`config.mk`:
```
export PLATFORM = sky130hd
export DESIGN_NAME = sbus_regblk
export DESIGN_NICKNAME = d
export VERILOG_FILES = /design/src/rtl/sbus_regblk_pkg.sv /design/src/rtl/sbus_alias_dec.sv /design/src/rtl/sbus_alias_reg.sv /design/src/rtl/sbus_irq_ctl.sv /design/src/rtl/sbus_regblk.sv
export SDC_FILE = /design/constraint.sdc
export NUM_CORES = 1
export LEC_CHECK = 0
export CORE_MARGIN = 3
export CORE_UTILIZATION = 50
export CTS_CLUSTER_DIAMETER = 40
export DETAILED_ROUTE_END_ITERATION = 8
export PLACE_DENSITY = 0.86
export SLEW_MARGIN = 20
export SYNTH_ARGS = -nofsm -noshare
export SYNTH_HDL_FRONTEND = slang
export SYNTH_SLANG_ARGS = --single-unit
```
`constraint.sdc`:
```
create_clock -name clk -period 4.45 [get_ports clk]
set_clock_uncertainty 0.15 [all_clocks]
set_input_delay 0.445 -clock clk [delete_from_list [all_inputs] [get_ports clk]]
set_output_delay 0.445 -clock clk [all_outputs]
set_load 0.02 [all_outputs]
```
`src/rtl/sbus_regblk_pkg.sv`:
```
package sbus_regblk_pkg;

  typedef enum logic [1:0] {
    OP_NONE = 2'd0,
    OP_WR   = 2'd1,
    OP_SET  = 2'd2,
    OP_CLR  = 2'd3
  } alias_op_e;

  localparam int unsigned CTRL_BASE  = 32'h00;
  localparam int unsigned IRQ_BASE   = 32'h40;
  localparam int unsigned STAT_ADDR  = 32'h50;
  localparam int unsigned SET_OFS    = 4;
  localparam int unsigned CLR_OFS    = 8;
  localparam int unsigned SRST_BIT   = 31;
  localparam int unsigned NAKCLR_BIT = 28;

endpackage

```
`src/rtl/sbus_alias_dec.sv`:
```
module sbus_alias_dec
  import sbus_regblk_pkg::*;
#(
  parameter int unsigned AW   = 8,
  parameter int unsigned BASE = 0
) (
  input  logic          wr_i,
  input  logic [AW-1:0] addr_i,
  output alias_op_e     op_o
);

  localparam logic [AW-1:0] A_WR  = AW'(BASE);
  localparam logic [AW-1:0] A_SET = AW'(BASE + SET_OFS);
  localparam logic [AW-1:0] A_CLR = AW'(BASE + CLR_OFS);

  always_comb begin
    op_o = OP_NONE;
    if (wr_i) begin
      if (addr_i == A_WR)       op_o = OP_WR;
      else if (addr_i == A_SET) op_o = OP_SET;
      else if (addr_i == A_CLR) op_o = OP_CLR;
    end
  end

endmodule

```
`src/rtl/sbus_alias_reg.sv`:
```
module sbus_alias_reg
  import sbus_regblk_pkg::*;
#(
  parameter int unsigned   W   = 8,
  parameter logic [W-1:0]  RST = '0
) (
  input  logic         clk,
  input  logic         rst_n,
  input  alias_op_e    op_i,
  input  logic [W-1:0] wdata_i,
  input  logic [W-1:0] set_i,
  input  logic         sync_clr_i,
  output logic [W-1:0] q_o,
  output logic [W-1:0] d_o
);

  logic [W-1:0] q_r;
  logic [W-1:0] sw_d;
  logic         en;

  always_comb begin
    unique case (op_i)
      OP_WR:   sw_d = wdata_i;
      OP_SET:  sw_d = q_r | wdata_i;
      OP_CLR:  sw_d = q_r & ~wdata_i;
      default: sw_d = q_r;
    endcase
    d_o = sync_clr_i ? RST : (sw_d | set_i);
    en  = sync_clr_i | (op_i != OP_NONE) | (|set_i);
  end

  always_ff @(posedge clk or negedge rst_n) begin
    if (!rst_n)  q_r <= RST;
    else if (en) q_r <= d_o;
  end

  assign q_o = q_r;

  p_direct_wr_r2: assert property (@(posedge clk) disable iff (!rst_n)
    (op_i == OP_WR && !sync_clr_i) |=> (q_o == ($past(wdata_i) | $past(set_i))));

  p_set_alias_r3: assert property (@(posedge clk) disable iff (!rst_n)
    (op_i == OP_SET && !sync_clr_i) |=> ((q_o & $past(wdata_i)) == $past(wdata_i)));

  p_clr_alias_r4: assert property (@(posedge clk) disable iff (!rst_n)
    (op_i == OP_CLR && !sync_clr_i) |=> ((q_o & $past(wdata_i) & ~$past(set_i)) == '0));

  p_sync_clr_r10: assert property (@(posedge clk) disable iff (!rst_n)
    sync_clr_i |=> (q_o == RST));

endmodule

```
`src/rtl/sbus_irq_ctl.sv`:
```
module sbus_irq_ctl
  import sbus_regblk_pkg::*;
#(
  parameter int unsigned N = 8
) (
  input  logic           clk,
  input  logic           rst_n,
  input  alias_op_e      op_i,
  input  logic [2*N-1:0] wdata_i,
  input  logic           nak_cmd_i,
  input  logic [N-1:0]   evt_i,
  input  logic           hold_i,
  output logic [N-1:0]   stat_o,
  output logic [N-1:0]   en_o,
  output logic           irq_o,
  output logic           nak_clr_o
);

  logic [N-1:0] evt_g;
  logic [N-1:0] stat_d_unused;
  logic [N-1:0] en_d_unused;
  logic         irq_q, irq_d;
  logic         nak_q, nak_d;

  assign evt_g = evt_i & ~{N{hold_i}};

  sbus_alias_reg #(.W(N), .RST('0)) u_stat (
    .clk(clk), .rst_n(rst_n), .op_i(op_i), .wdata_i(wdata_i[N-1:0]),
    .set_i(evt_g), .sync_clr_i(hold_i), .q_o(stat_o), .d_o(stat_d_unused)
  );

  sbus_alias_reg #(.W(N), .RST('0)) u_en (
    .clk(clk), .rst_n(rst_n), .op_i(op_i), .wdata_i(wdata_i[2*N-1:N]),
    .set_i('0), .sync_clr_i(hold_i), .q_o(en_o), .d_o(en_d_unused)
  );

  always_comb begin
    irq_d = !hold_i && (|(stat_o & en_o));
    nak_d = !hold_i && nak_cmd_i && (op_i == OP_WR || op_i == OP_SET);
  end

  always_ff @(posedge clk or negedge rst_n) begin
    if (!rst_n) begin
      irq_q <= 1'b0;
      nak_q <= 1'b0;
    end else begin
      irq_q <= irq_d;
      nak_q <= nak_d;
    end
  end

  assign irq_o     = irq_q;
  assign nak_clr_o = nak_q;

  p_evt_sticky_r5: assert property (@(posedge clk) disable iff (!rst_n)
    !hold_i |=> ((stat_o & $past(evt_i)) == $past(evt_i)));

  p_irq_quiet_r10: assert property (@(posedge clk) disable iff (!rst_n)
    hold_i |=> (!irq_o && !nak_clr_o));

  p_irq_due_r6: assert property (@(posedge clk) disable iff (!rst_n)
    (!hold_i && (|(stat_o & en_o))) |=> irq_o);

endmodule

```
`src/rtl/sbus_regblk.sv`:
```
module sbus_regblk
  import sbus_regblk_pkg::*;
#(
  parameter int unsigned AW   = 8,
  parameter int unsigned DW   = 32,
  parameter int unsigned NIRQ = 8
) (
  input  logic            clk,
  input  logic            rst_n,
  input  logic            bus_wr,
  input  logic            bus_rd,
  input  logic [AW-1:0]   bus_addr,
  input  logic [DW-1:0]   bus_wdata,
  output logic [DW-1:0]   bus_rdata,
  input  logic [NIRQ-1:0] evt_i,
  input  logic [DW-1:0]   eng_stat_i,
  output logic [DW-2:0]   ctrl_o,
  output logic            soft_rst_o,
  output logic            irq_o,
  output logic            nak_clr_o
);

  localparam int unsigned PADW = DW - 2*NIRQ;
  localparam logic [AW-1:0] A_CW = AW'(CTRL_BASE);
  localparam logic [AW-1:0] A_CS = AW'(CTRL_BASE + SET_OFS);
  localparam logic [AW-1:0] A_CC = AW'(CTRL_BASE + CLR_OFS);
  localparam logic [AW-1:0] A_IW = AW'(IRQ_BASE);
  localparam logic [AW-1:0] A_IS = AW'(IRQ_BASE + SET_OFS);
  localparam logic [AW-1:0] A_IC = AW'(IRQ_BASE + CLR_OFS);
  localparam logic [AW-1:0] A_ST = AW'(STAT_ADDR);

  alias_op_e       op_ctrl, op_irq;
  logic            srst_q, srst_d;
  logic [DW-2:0]   ctrl_q, ctrl_d_unused;
  logic [NIRQ-1:0] stat_q, en_q;
  logic [DW-1:0]   irq_word;
  logic [DW-1:0]   rdata_q, rdata_d;

  sbus_alias_dec #(.AW(AW), .BASE(CTRL_BASE)) u_dec_ctrl (
    .wr_i(bus_wr), .addr_i(bus_addr), .op_o(op_ctrl)
  );

  sbus_alias_dec #(.AW(AW), .BASE(IRQ_BASE)) u_dec_irq (
    .wr_i(bus_wr), .addr_i(bus_addr), .op_o(op_irq)
  );

  sbus_alias_reg #(.W(1), .RST(1'b0)) u_srst (
    .clk(clk), .rst_n(rst_n), .op_i(op_ctrl), .wdata_i(bus_wdata[SRST_BIT]),
    .set_i(1'b0), .sync_clr_i(1'b0), .q_o(srst_q), .d_o(srst_d)
  );

  sbus_alias_reg #(.W(DW-1), .RST('0)) u_ctrl (
    .clk(clk), .rst_n(rst_n), .op_i(op_ctrl), .wdata_i(bus_wdata[DW-2:0]),
    .set_i('0), .sync_clr_i(srst_d), .q_o(ctrl_q), .d_o(ctrl_d_unused)
  );

  sbus_irq_ctl #(.N(NIRQ)) u_irq (
    .clk(clk), .rst_n(rst_n), .op_i(op_irq), .wdata_i(bus_wdata[2*NIRQ-1:0]),
    .nak_cmd_i(bus_wdata[NAKCLR_BIT]), .evt_i(evt_i), .hold_i(srst_d),
    .stat_o(stat_q), .en_o(en_q), .irq_o(irq_o), .nak_clr_o(nak_clr_o)
  );

  assign irq_word = {{PADW{1'b0}}, en_q, stat_q};

  always_comb begin
    rdata_d = rdata_q;
    if (bus_rd) begin
      if (bus_addr == A_CW || bus_addr == A_CS || bus_addr == A_CC)
        rdata_d = {srst_q, ctrl_q};
      else if (bus_addr == A_IW || bus_addr == A_IS || bus_addr == A_IC)
        rdata_d = irq_word;
      else if (bus_addr == A_ST)
        rdata_d = eng_stat_i;
      else
        rdata_d = '0;
    end
  end

  always_ff @(posedge clk or negedge rst_n) begin
    if (!rst_n)      rdata_q <= '0;
    else if (bus_rd) rdata_q <= rdata_d;
  end

  assign bus_rdata  = rdata_q;
  assign ctrl_o     = ctrl_q;
  assign soft_rst_o = srst_q;

  p_srst_hold_r10: assert property (@(posedge clk) disable iff (!rst_n)
    soft_rst_o |-> (ctrl_o == '0 && !irq_o));

  p_nak_cmd_r7: assert property (@(posedge clk) disable iff (!rst_n)
    (bus_wr && bus_addr == A_IW && bus_wdata[NAKCLR_BIT] && !soft_rst_o) |=> nak_clr_o);

  p_stat_read_r8: assert property (@(posedge clk) disable iff (!rst_n)
    (bus_rd && bus_addr == A_ST) |=> (bus_rdata == $past(eng_stat_i)));

  p_unmapped_r9: assert property (@(posedge clk) disable iff (!rst_n)
    (bus_rd && bus_addr != A_CW && bus_addr != A_CS && bus_addr != A_CC &&
     bus_addr != A_IW && bus_addr != A_IS && bus_addr != A_IC && bus_addr != A_ST)
    |=> (bus_rdata == '0));

endmodule

```
**Word level (Yosys, flattened, before mapping)**

Index checks and enable logic that the tools add are counted.

- Register bits after elaboration: 82
- Input port bits: 84
- Memory bits (read-only): 0
- Bits in writable memories: 0
- Output and inout bits: 66
- Bits in latches: 0
- Memories: 0
- Word-level logic and storage cells: 74

- Bitwise gates (word level): 19
- Add/sub/neg operators: 0
- Reductions and logical operators: 18
- Div/mod/pow operators: 0
- $mul: 0
- Shift-type cells: 0
- $lt $le $gt $ge: 0
- Muxes and demuxes: 18
- Equality and inequality tests: 12

Operator list:

| kind | number |
|---|---|
| two-way mux 32 bit | 3 |
| one-hot mux 31 bit (3 select lines) | 1 |
| one-hot mux 8 bit (3 select lines) | 2 |
| bitwise AND 8 bit | 4 |
| == test 8 x 7 -> 1 bit (second input constant) | 4 |
| bitwise AND 31 bit | 1 |
| two-way mux 31 bit | 1 |
| NOT 31 bit | 1 |
| bitwise OR 31 bit | 1 |
| NOT 8 bit | 3 |
| bitwise OR 8 bit | 3 |
| two-way mux 2 bit | 8 |
| two-way mux 8 bit | 2 |
| OR reduction 8 bit | 2 |
| == test 2 bit (second input constant) | 4 |
| == test 8 x 3 -> 1 bit (second input constant) | 1 |
| == test 8 x 4 -> 1 bit (second input constant) | 1 |
| logical NOT 8 bit | 1 |
| nonzero test 4 bit | 2 |
| logical OR 1 bit | 5 |
| == test 2 x 1 -> 1 bit (second input constant) | 2 |
| bitwise OR 1 bit | 4 |
| AND reduction 2 bit | 2 |
| nonzero test 2 bit | 2 |
| 5 further kinds | 7 |

**Logic depth before layout (Yosys ltp)**

Gate-level depths: netlist of the first run.

- Word-level depth: 11
- Depth in mapped cells: 7
- Depth with buffers taken out: 4

**Hierarchy**

From an unflattened synthesis of the first run, not the netlist that was laid out.

- Cells, all modules: 532
- Area total of the unflattened synthesis: 5287.6 um2

Modules (own cells, without submodules):

| module | cells each | area an instance (um2) | sequential area each (um2) | times used |
|---|---|---|---|---|
| sbus_alias_reg (u_ctrl) | 205 | 2074.5 | 775.7 | 1 |
| sbus_regblk | 186 | 1803.0 | 800.8 | 1 |
| sbus_alias_reg (u_irq.u_en ...) | 53 | 546.8 | 200.2 | 2 |
| sbus_irq_ctl | 18 | 163.9 | 50.0 | 1 |
| sbus_alias_reg (u_srst) | 7 | 66.3 | 25.0 | 1 |
| sbus_alias_dec (u_dec_irq) | 5 | 51.3 | 0.0 | 1 |
| sbus_alias_dec (u_dec_ctrl) | 5 | 35.0 | 0.0 | 1 |

**Worst setup path after synthesis of the first run**

OpenSTA, ideal clock, no wires.

- Path kind: input to register
- Start point: input port bus_addr[7]
- End point: register u_ctrl.q_r[0] (netlist: u_ctrl.q_o[0])
- Setup slack: 2.450 ns
- Arrival time: 1.749 ns
- Library setup time: 0.101 ns
- Buffers on the path: 1
- Stages: 4
- Required time: 4.199 ns
- Cells stage by stage: or4_1 -> or3_4 -> buf_6 -> o311ai_2

- Cells in the longest elaborated chain, start to end: 9
- Elaborated cells between the ends (all ways): 17
- Those cells by class: 5 x eq/ne; 7 x mux; 1 x bitwise; 4 x reduce/logical

RTL lines:

| item | RTL line | text |
|---|---|---|
| start, declared | sbus_regblk.sv:12 | `input logic [AW-1:0] bus_addr,` |
| == test 8 x 4 -> 1 bit | sbus_alias_dec.sv:21 | `else if (addr_i == A_CLR) op_o = OP_CLR;` |
| two-way mux 2 bit | sbus_alias_dec.sv:21 |  |
| two-way mux 2 bit | sbus_alias_dec.sv:20 | `else if (addr_i == A_SET) op_o = OP_SET;` |
| two-way mux 2 bit (*) | sbus_alias_dec.sv:19 | `if (addr_i == A_WR) op_o = OP_WR;` |
| two-way mux 2 bit (*) | sbus_alias_dec.sv:18 | `if (wr_i) begin` |
| == test 2 bit or == test 2 x 1 -> 1 bit (tied branches) | sbus_alias_reg.sv:22 | `unique case (op_i)` |
| one-hot mux 1 bit (3 select lines) | sbus_alias_reg.sv:22 |  |
| nonzero test 4 bit (no source line) or bitwise OR 1 bit (tied branches) | - |  |
| AND reduction 2 bit (no source line) | - |  |
| end signal, assigned | sbus_alias_reg.sv:34 | `else if (en) q_r <= d_o;` |
| end, declared | sbus_alias_reg.sv:17 | `logic [W-1:0] q_r;` |

Every way passes the cells marked *; elsewhere a longest branch is shown, timed or not.
A chain may end at the register's enable or synchronous reset.

**Worst setup path after layout of the first run**

- Start point: input port bus_addr[7]
- End point: register u_ctrl.q_r[10] (netlist: u_ctrl.q_o[10])

Same word-level chain as after synthesis.

==> results.cfg, run 1 <==
[run_status]
status = complete, but fails checks
violations = negative hold slack

[pwr]
p_total_mw = 1.75
pwr_density_cell_nw_per_um2 = 278
p_leak_nw = 2.31
peakVddDrop_mv = 0.174

[critical_path]
timing.rr.end = u_ctrl.q_o[10]
r2r_start = u_srst.q_o
start_kind = primary input
cp.arrival_ps = 2730
crit_slowest_cell = and4_1
required_ps = 4550
cp_slowest_stage_delay_ps = 570
critPathKind = in2reg
crit_top_cell = buf_4
cp-end-kind = register
reg2reg_slack_ps = 2160
cp_max_fo = 20
worstSetupStartpoint = bus_addr[7]
path_cells = clkdlybuf4s50_1 -> nor4_2 -> buf_4 -> and4_1 -> buf_4 -> nand2_1 -> o311ai_2
cp-endpoint = u_ctrl.q_o[10]
r2r_cells = 6

[floorplan]
die_area_um2 = 10300
start_util = 0.520
die_h_um = 102
row_count = 34
die_w_um = 102
io_pins = 150
core-area_um2 = 8810

[detailed_routing]
wirelength_mm = 14.2
drtIter0Drc = 278
via_count = 4402
viasPerCell = 6.22
wl_per_cell_um = 20.1
ant_nets = 0
drc_errors = 0
drt_pass1_iterations = 6

[yosys]
synth_area_leaders = dfrtp_1, o311ai_2, a22oi_1
synthMuxAreaShare = 0.0175
synthCells = 468
synth_area_leader_cell = dfrtp_1
synthMostInstantiatedCell = dfrtp_1
synth.cells.most_frequent = dfrtp_1, nor2_1, a21oi_1, nand2_1, a22oi_1
synth-edff-count = 0
seq_area_frac_synth = 0.448
synthAdderAreaFrac = 0
yosys.area_share.simple = 0.162
async_reset_ff_frac = 1.00
yosysTopAreaCellShare = 0.448
syn_nets = 552
synth-main-ff-cell = dfrtp_1
synth-compound-area-share = 0.301
synth_xor_xnor_area_share = 0.00355
synth-seq-cells = 82
syn_avg_cell_area_um2 = 9.78
synth_top_family_by_area = compound AO/OA/AOI/OAI gates
synth.distinct_cells = 41
yosys_warnings = 0
synth_area_um2 = 4580

[clock_network]
cts_buffer_depth = 2
ctsRootBufferMaster = clkbuf_8
insertion_delay_ps = 340
cts_setup_buffers = 0
cts_made_buffers = 9
cts_tree = done
cts.sinks = 82
clk_pin_slew_ps = 90
cts_resized = 0
htree_num_levels = 3
cts_hold_buf = 0

[place]
portBuffers = 149
place.gp.congestion = 0.945
dpl.hpwl_mm = 10.1

[timing]
finalHoldViolations = 10
finalSetupTns_ps = 0
finalSetupViolCount = 0
max_freq_mhz = 380
hold_slack_ps = -8.13
finalCriticalPeriod_ps = 2630
rsz0062_at_grt = no
min_period_over_period = 0.591
drv_slew = 0
tightestPinTransition_ps = 1040
slew_headroom = 0.304

[job]
drv_cap = 0

[global_route]
track_usage = 0.275
grt_max_degree = 83
antenna_found_initial = 0
first_global_vias = 4357
grt_pass1_wl_mm = 22.4
overflow = 0

[cells_and_area]
nFillCells = 632
drive_gt1_frac = 0.105
fin_util = 0.714
area_delta_synth_final_pct = 37.3
diodes = 0
nets = 679

[min_path]
worstHoldPathType = in2async
worst min path at each step:
| stage | endpoint | start | slack, ps | depth (start not counted) |
|---|---|---|---|---|
| after floorplan | bus_rdata[0] | rst_n | -0.6 | 0 |
| after global placement | bus_rdata[15] | bus_rdata[15] | 360 | 2 |
| after detailed placement | bus_rdata[26] | bus_rdata[26] | 370 | 2 |
| after CTS | bus_rdata[21] | rst_n | 160 | 1 |
| after global routing | bus_rdata[21] | rst_n | 30 | 1 |
| final | bus_rdata[16] | rst_n | -8 | 1 |
metal layers:
metal  wire length, um  global-route usage  vias to the layer above
met3              1060              0.0365                       36
met1              5680               0.356                     2145
met5                 0                   0                        -
li1                  -                   -                     1988
met4               355               0.117                        0
met2              7140               0.462                      233
critical path: cells and delay by family:
kind / cells / cell delay (ps)
buf+inv: 3 / 1170
simple gates: 3 / 1010
compound gates: 1 / 90
sequential cells by signal, summed over array words and instances, names as in the netlist:
| signal | cells |
|---|---|
| u_ctrl.q_o | 31 |
| u_irq.u_stat.q_o | 8 |
| bus_rdata | 32 |
| u_srst.q_o | 1 |
| u_irq.u_en.q_o | 8 |
| u_irq.irq_o | 1 |
| u_irq.nak_clr_o | 1 |
through the flow:
| stage | instances | instance area, um2 | hold WS, ps | setup WS (ps) |
|---|---|---|---|---|
| after global routing | 708 | 6280 | 28.6 | 1640 |
| after detailed placement | 692 | 6080 | 366 | 1390 |
| after floorplan | 468 | 4580 | -0.591 | 2450 |
| after CTS | 708 | 6280 | 160 | 1750 |
| final | 708 | 6280 | -8.13 | 1820 |
| after global placement | 692 | 6080 | 355 | 1510 |
logic make-up after synthesis:
family | Yosys count
AOI/OAI and AO/OA | 161
and+or+nand+nor | 143
DFF | 82
buffers and inverters | 73
muxes | 8
xor gates and xnor gates | 1
cells in the final DEF (no fill, tap or decap), types with 2 or more instances in the layout:
cell               n
clkdlybuf4s50_1  147
a2bb2oi_1         16
nand2_1           42
clkbuf_8           9
nor4b_1            2
inv_1             33
o221ai_1           2
o211ai_1           5
buf_4              7
clkinvlp_4         3
nand3_1            2
o21ai_0            8
nand4_1            6
nand3b_1          31
mux2i_1            8
a22oi_1           34
o311ai_2          30
a211oi_1          16
nor2_1            45
nor3b_1            2
a21oi_1           42
dfrtp_1           82
area by class of cell:
| class | instances | area, um2 | share of cell area |
|---|---|---|---|
| sequential | 82 | 2050 | 0.326 |
| timing repair buffer | 156 | 1540 | 0.245 |
| clock buffer | 10 | 128 | 0.0203 |
| tap | 108 | 135 | 0.0215 |
| multi-input combinational | 313 | 2240 | 0.356 |
| inverter | 33 | 124 | 0.0197 |
| clock inverter | 6 | 66.3 | 0.0106 |
power breakdown:
part | total (mW) | internal (mW) | switching [mW] | leakage (nW)
Combinational | 0.355 | 0.180 | 0.175 | 1.15
Clock | 0.543 | 0.261 | 0.282 | 0.0889
Sequential | 0.850 | 0.798 | 0.0522 | 1.06
(Power assumes the default switching activity.)
==> inputs of run 2 (changes only) <==
- CORE_UTILIZATION: 50 -> 47
- PLACE_DENSITY: 0.86 -> 0.82
- clock period: 4.45 -> 2.6 ns (I/O delays scaled with it)
==> run 2 against run 1 <==
- the run now ends clean
- sequential share of layout area fell by 1.3 points
- utilization fell by 1.6 points
- worst setup slack got worse by 1500 ps
- first-iteration DRC count rose by 14%
==> results.cfg, run 2 (synthesized netlist as in run 1, its figures left out) <==
[clock_network]
cts_setup_buffers = 0
cts_buffer_depth = 2
cts.sinks = 82
clk_pin_slew_ps = 90
insertion_delay_ps = 360
cts_hold_buf = 1
cts_tree = done
cts_made_buffers = 9
ctsRootBufferMaster = clkbuf_8
htree_num_levels = 3
cts_resized = 0

[timing]
finalCriticalPeriod_ps = 2300
finalSetupTns_ps = 0
tightestPinTransition_ps = 699
min_period_over_period = 0.886
finalSetupViolCount = 0
max_freq_mhz = 434
drv_slew = 0
rsz0062_at_grt = no
finalHoldViolations = 0
slew_headroom = 0.534
setup_ws_ps = 295

[run_status]
status = complete, no violations

[cells_and_area]
final_common_cell = clkdlybuf4s50_1
nets = 700
largest_reg_flops = 32
most-common-layout-cells = clkdlybuf4s50_1, dfrtp_1, nor2_1
drive_gt1_frac = 0.134
diodes = 0
area_delta_synth_final_pct = 42.9

[detailed_routing]
ant_nets = 0
drtIter0Drc = 316
drt_pass1_iterations = 6
wirelength_mm = 15.1
viasPerCell = 6.05
drc_errors = 0
via_count = 4536
wl_per_cell_um = 20.1

[critical_path]
worst-path-buf-inv = 1
cp_max_fo = 23
cp.arrival_ps = 1890
critPathKind = reg2out
cp-end-kind = primary output
path_cells = clkdlybuf4s50_1
required_ps = 2190
start_kind = register
crit_slowest_cell = dfrtp_1
cpLargestDelayFamily = flip-flops
cp_slowest_stage_delay_ps = 800

[floorplan]
row_count = 35
io_pins = 150
die_h_um = 105
die_area_um2 = 11000
die_w_um = 105
core-area_um2 = 9370
start_util = 0.488

[global_route]
first_global_vias = 4627
track_usage = 0.275
grt_max_degree = 48
antenna_found_initial = 0
overflow = 0
grt_pass1_wl_mm = 24.4

[pwr]
p_total_mw = 3.07
pwr_density_cell_nw_per_um2 = 469
peakVddDrop_mv = 0.462
p_leak_nw = 2.44

[place]
place.gp.congestion = 0.842
pre_cts_ws_ps = 81.2
dpl.hpwl_mm = 11.0
portBuffers = 149

[min_path]
worstHoldPathType = in2reg

[job]
drv_cap = 0
## run 2: metal layers
metal,track usage,vias up,share of wire
li1,-,2025,-
met1,0.351,2254,0.41
met2,0.466,224,0.50
met3,0.0642,33,0.069
met4,0.0834,0,0.019
met5,0,-,0
## run 2: final timing paths
path	start	end	slack (ps)	cells past startpoint
setup / recovery	u_srst.q_o	soft_rst_o	300	1
hold / removal	bus_rd	bus_rdata[7]	220	2
setup reg to reg	u_srst.q_o	u_ctrl.q_o[23]	540	5
hold reg to reg	bus_rdata[29]	bus_rdata[29]	380	2
max in group asynchronous	rst_n	u_irq.u_stat.q_o[0]	1420	3
min in group asynchronous	rst_n	bus_rdata[21]	230	2
## run 2: stage by stage
stage	utilization	cells	instance area [um2]	hold WS (ps)
6_report	0.698	750	6540	219
5_1_grt	0.698	750	6540	236
4_1_cts	0.698	750	6540	203
3_5_place_dp	0.675	733	6330	99.0
3_3_place_gp	0.675	733	6330	91.5
2_1_floorplan	-	468	4580	-186
## run 2: worst register-to-register path, cell delays in order (launching register included)
cell	delay [ps]
dfrtp_1	650
nor2_1	190
a21oi_1	60
or3_4	470
buf_12	210
o311ai_2	230
## run 2: cell type report
class	count	area, um2
inverters	33	124
multi-input cells	313	2240
repair buffers	177	1760
clock buffers	9	124
fillers	764	2830
well taps	129	161
flip-flops and latches	82	2050
clock inverters	7	76.3
## run 2: power breakdown
group | internal [mW] | switching, mW
clock network | 0.454 | 0.522
registers | 1.37 | 0.0994
logic | 0.322 | 0.303
==> inputs of run 3 (changes only) <==
--- a/config.mk
+++ b/config.mk
@@ -7,2 +7,3 @@
 export LEC_CHECK = 0
+export CAP_MARGIN = 10
 export CORE_MARGIN = 3
==> constraint.sdc (replaced) <==
create_clock -name clk -period 2.6 [get_ports clk]
set_clock_uncertainty 0.15 [all_clocks]
set_input_delay 0.39 -clock clk [delete_from_list [all_inputs] [get_ports clk]]
set_output_delay 0.39 -clock clk [all_outputs]
set_load 0.02 [all_outputs]
==> run 3 against run 2 <==
- sequential share of layout area fell by 0.21 points
- power is 1.4% higher
- sequential power barely moved
- combinational power about the same
- die area is the same
- count of clock-buffer cells in the layout grew 1
- critical path depth up 5
- register-to-register slack improved by 130 ps
- fmax grew 0.36%
- worst hold slack improved by 140 ps
- clock power grew 4%
- routed wire length down 3.2%
- critical endpoint is now u_ctrl.q_o[23]
- largest power group unchanged
==> results.cfg, run 3 (synthesized netlist as in run 1, its figures left out) <==
[clock_network]
clk_pin_slew_ps = 90
cts_setup_buffers = 0
cts_buffer_depth = 2
cts_made_buffers = 9
insertion_delay_ps = 340
cts_tree = done
htree_num_levels = 3
cts.sinks = 82
ctsRootBufferMaster = clkbuf_8

[floorplan]
die_area_um2 = 11000
core-area_um2 = 9370
die_h_um = 105
start_util = 0.488
io_pins = 150
row_count = 35
die_w_um = 105

[detailed_routing]
drt_pass1_iterations = 5
viasPerCell = 5.93
wirelength_mm = 14.6
wl_per_cell_um = 19.4
ant_nets = 0
via_count = 4458
drc_errors = 0
drtIter0Drc = 350

[place]
portBuffers = 149
placed_cell_area_um2 = 6360
dp.cells = 735
dpl.hpwl_mm = 10.6
place.gp.congestion = 0.824

[critical_path]
cp-end-kind = register
cp.arrival_ps = 2380
start_kind = primary input
required_ps = 2690
critPathKind = in2reg
cp_max_fo = 10

[global_route]
use_met2 = 0.444
first_global_vias = 4398
overflow = 0
grt.busiest_layer = met2
grt.met3_usage = 0.0463
use_met1 = 0.361
track_usage = 0.264
grt_max_degree = 65
antenna_found_initial = 0
grt_pass1_wl_mm = 23.4

[pwr]
pwr_density_cell_nw_per_um2 = 472
peakVddDrop_mv = 0.319
p_leak_nw = 2.46

[timing]
min_period_over_period = 0.883
drv_slew = 0
slew_headroom = 0.593
rsz0062_at_grt = no
finalCriticalPeriod_ps = 2300
finalSetupTns_ps = 0
max_freq_mhz = 435
finalSetupViolCount = 0
hold_slack_ps = 363
tightestPinTransition_ps = 610
finalHoldViolations = 0

[cells_and_area]
fin_area_um2 = 6580
final_common_cell = clkdlybuf4s50_1
diodes = 0
area_delta_synth_final_pct = 43.8
most-common-layout-cells = clkdlybuf4s50_1, dfrtp_1, nor2_1
nets = 702
stdcell_count = 752
drive_gt1_frac = 0.135
largest_reg_flops = 32

[job]
drv_cap = 0

[run_status]
status = complete, no violations

[min_path]
worstHoldPathType = in2async
==> run 3: cell types whose count changed in the layout (fill, tap and decap cells not counted) <==
cell       change
buf_12         +1
buf_4          +1
bufinv_16      +1
clkbuf_1       +1
clkinv_2       -1
clkinv_4       +1
inv_6          -1
inv_8          -1
==> run 3: layout make-up <==
class                   instances  area [um2]
multi-input cells             313        2240
repair buffers                179        1790
fillers                       720        2790
flip-flops and latches         82        2050
inverters                      33         124
well taps                     129         161
clock inverters                 6        90.1
clock buffers                  10         128
==> run 3: power by group <==
part,switching (mW),internal [mW]
logic,0.301,0.324
registers,0.0956,1.37
clock network,0.477,0.545
==> run 3: final timing paths <==
path | startpoint | to | slack (ps) | cells after the start
setup / recovery | bus_addr[2] | u_ctrl.q_o[23] | 300 | 6
setup reg to reg | u_srst.q_o | u_ctrl.q_o[23] | 670 | 5
hold reg to reg | bus_rdata[7] | bus_rdata[7] | 380 | 2
min in group clk | bus_rdata[7] | bus_rdata[7] | 380 | 2
hold / removal | rst_n | bus_rdata[21] | 360 | 2
max in group asynchronous | rst_n | u_irq.u_stat.q_o[2] | 1300 | 3
==> run 3: stage by stage <==
step / power [mW] / utilization / worst slack (ps)
after floorplan: 1.71 / - / 655
after global placement: 2.08 / 0.678 / 74.8
after detailed placement: 2.10 / 0.678 / 13.4
after CTS: 3.12 / 0.703 / 333
after global routing: 3.23 / 0.703 / 248
final: 3.11 / 0.703 / 304
==> run 3: layer usage <==
metal  share of wire  vias up  routed length (um)
met5               0        -                   0
met4           0.011        0                 162
met3           0.073       15                1070
met2            0.50      210                7240
met1            0.42     2198                6140
li1                -     2035                   -
==> run 3: worst max-delay path: stages <==
cell and delay, ps:
clkdlybuf4s50_1 570, nor4b_2 440, a21oi_1 120, or3_4 440, buf_12 180, o311ai_2 240
==> run 3: what timing repair did <==
action,4_1_cts,5_1_grt
hold endpoints to repair,31,0
resized for setup,0,0
hold buffers,1,0
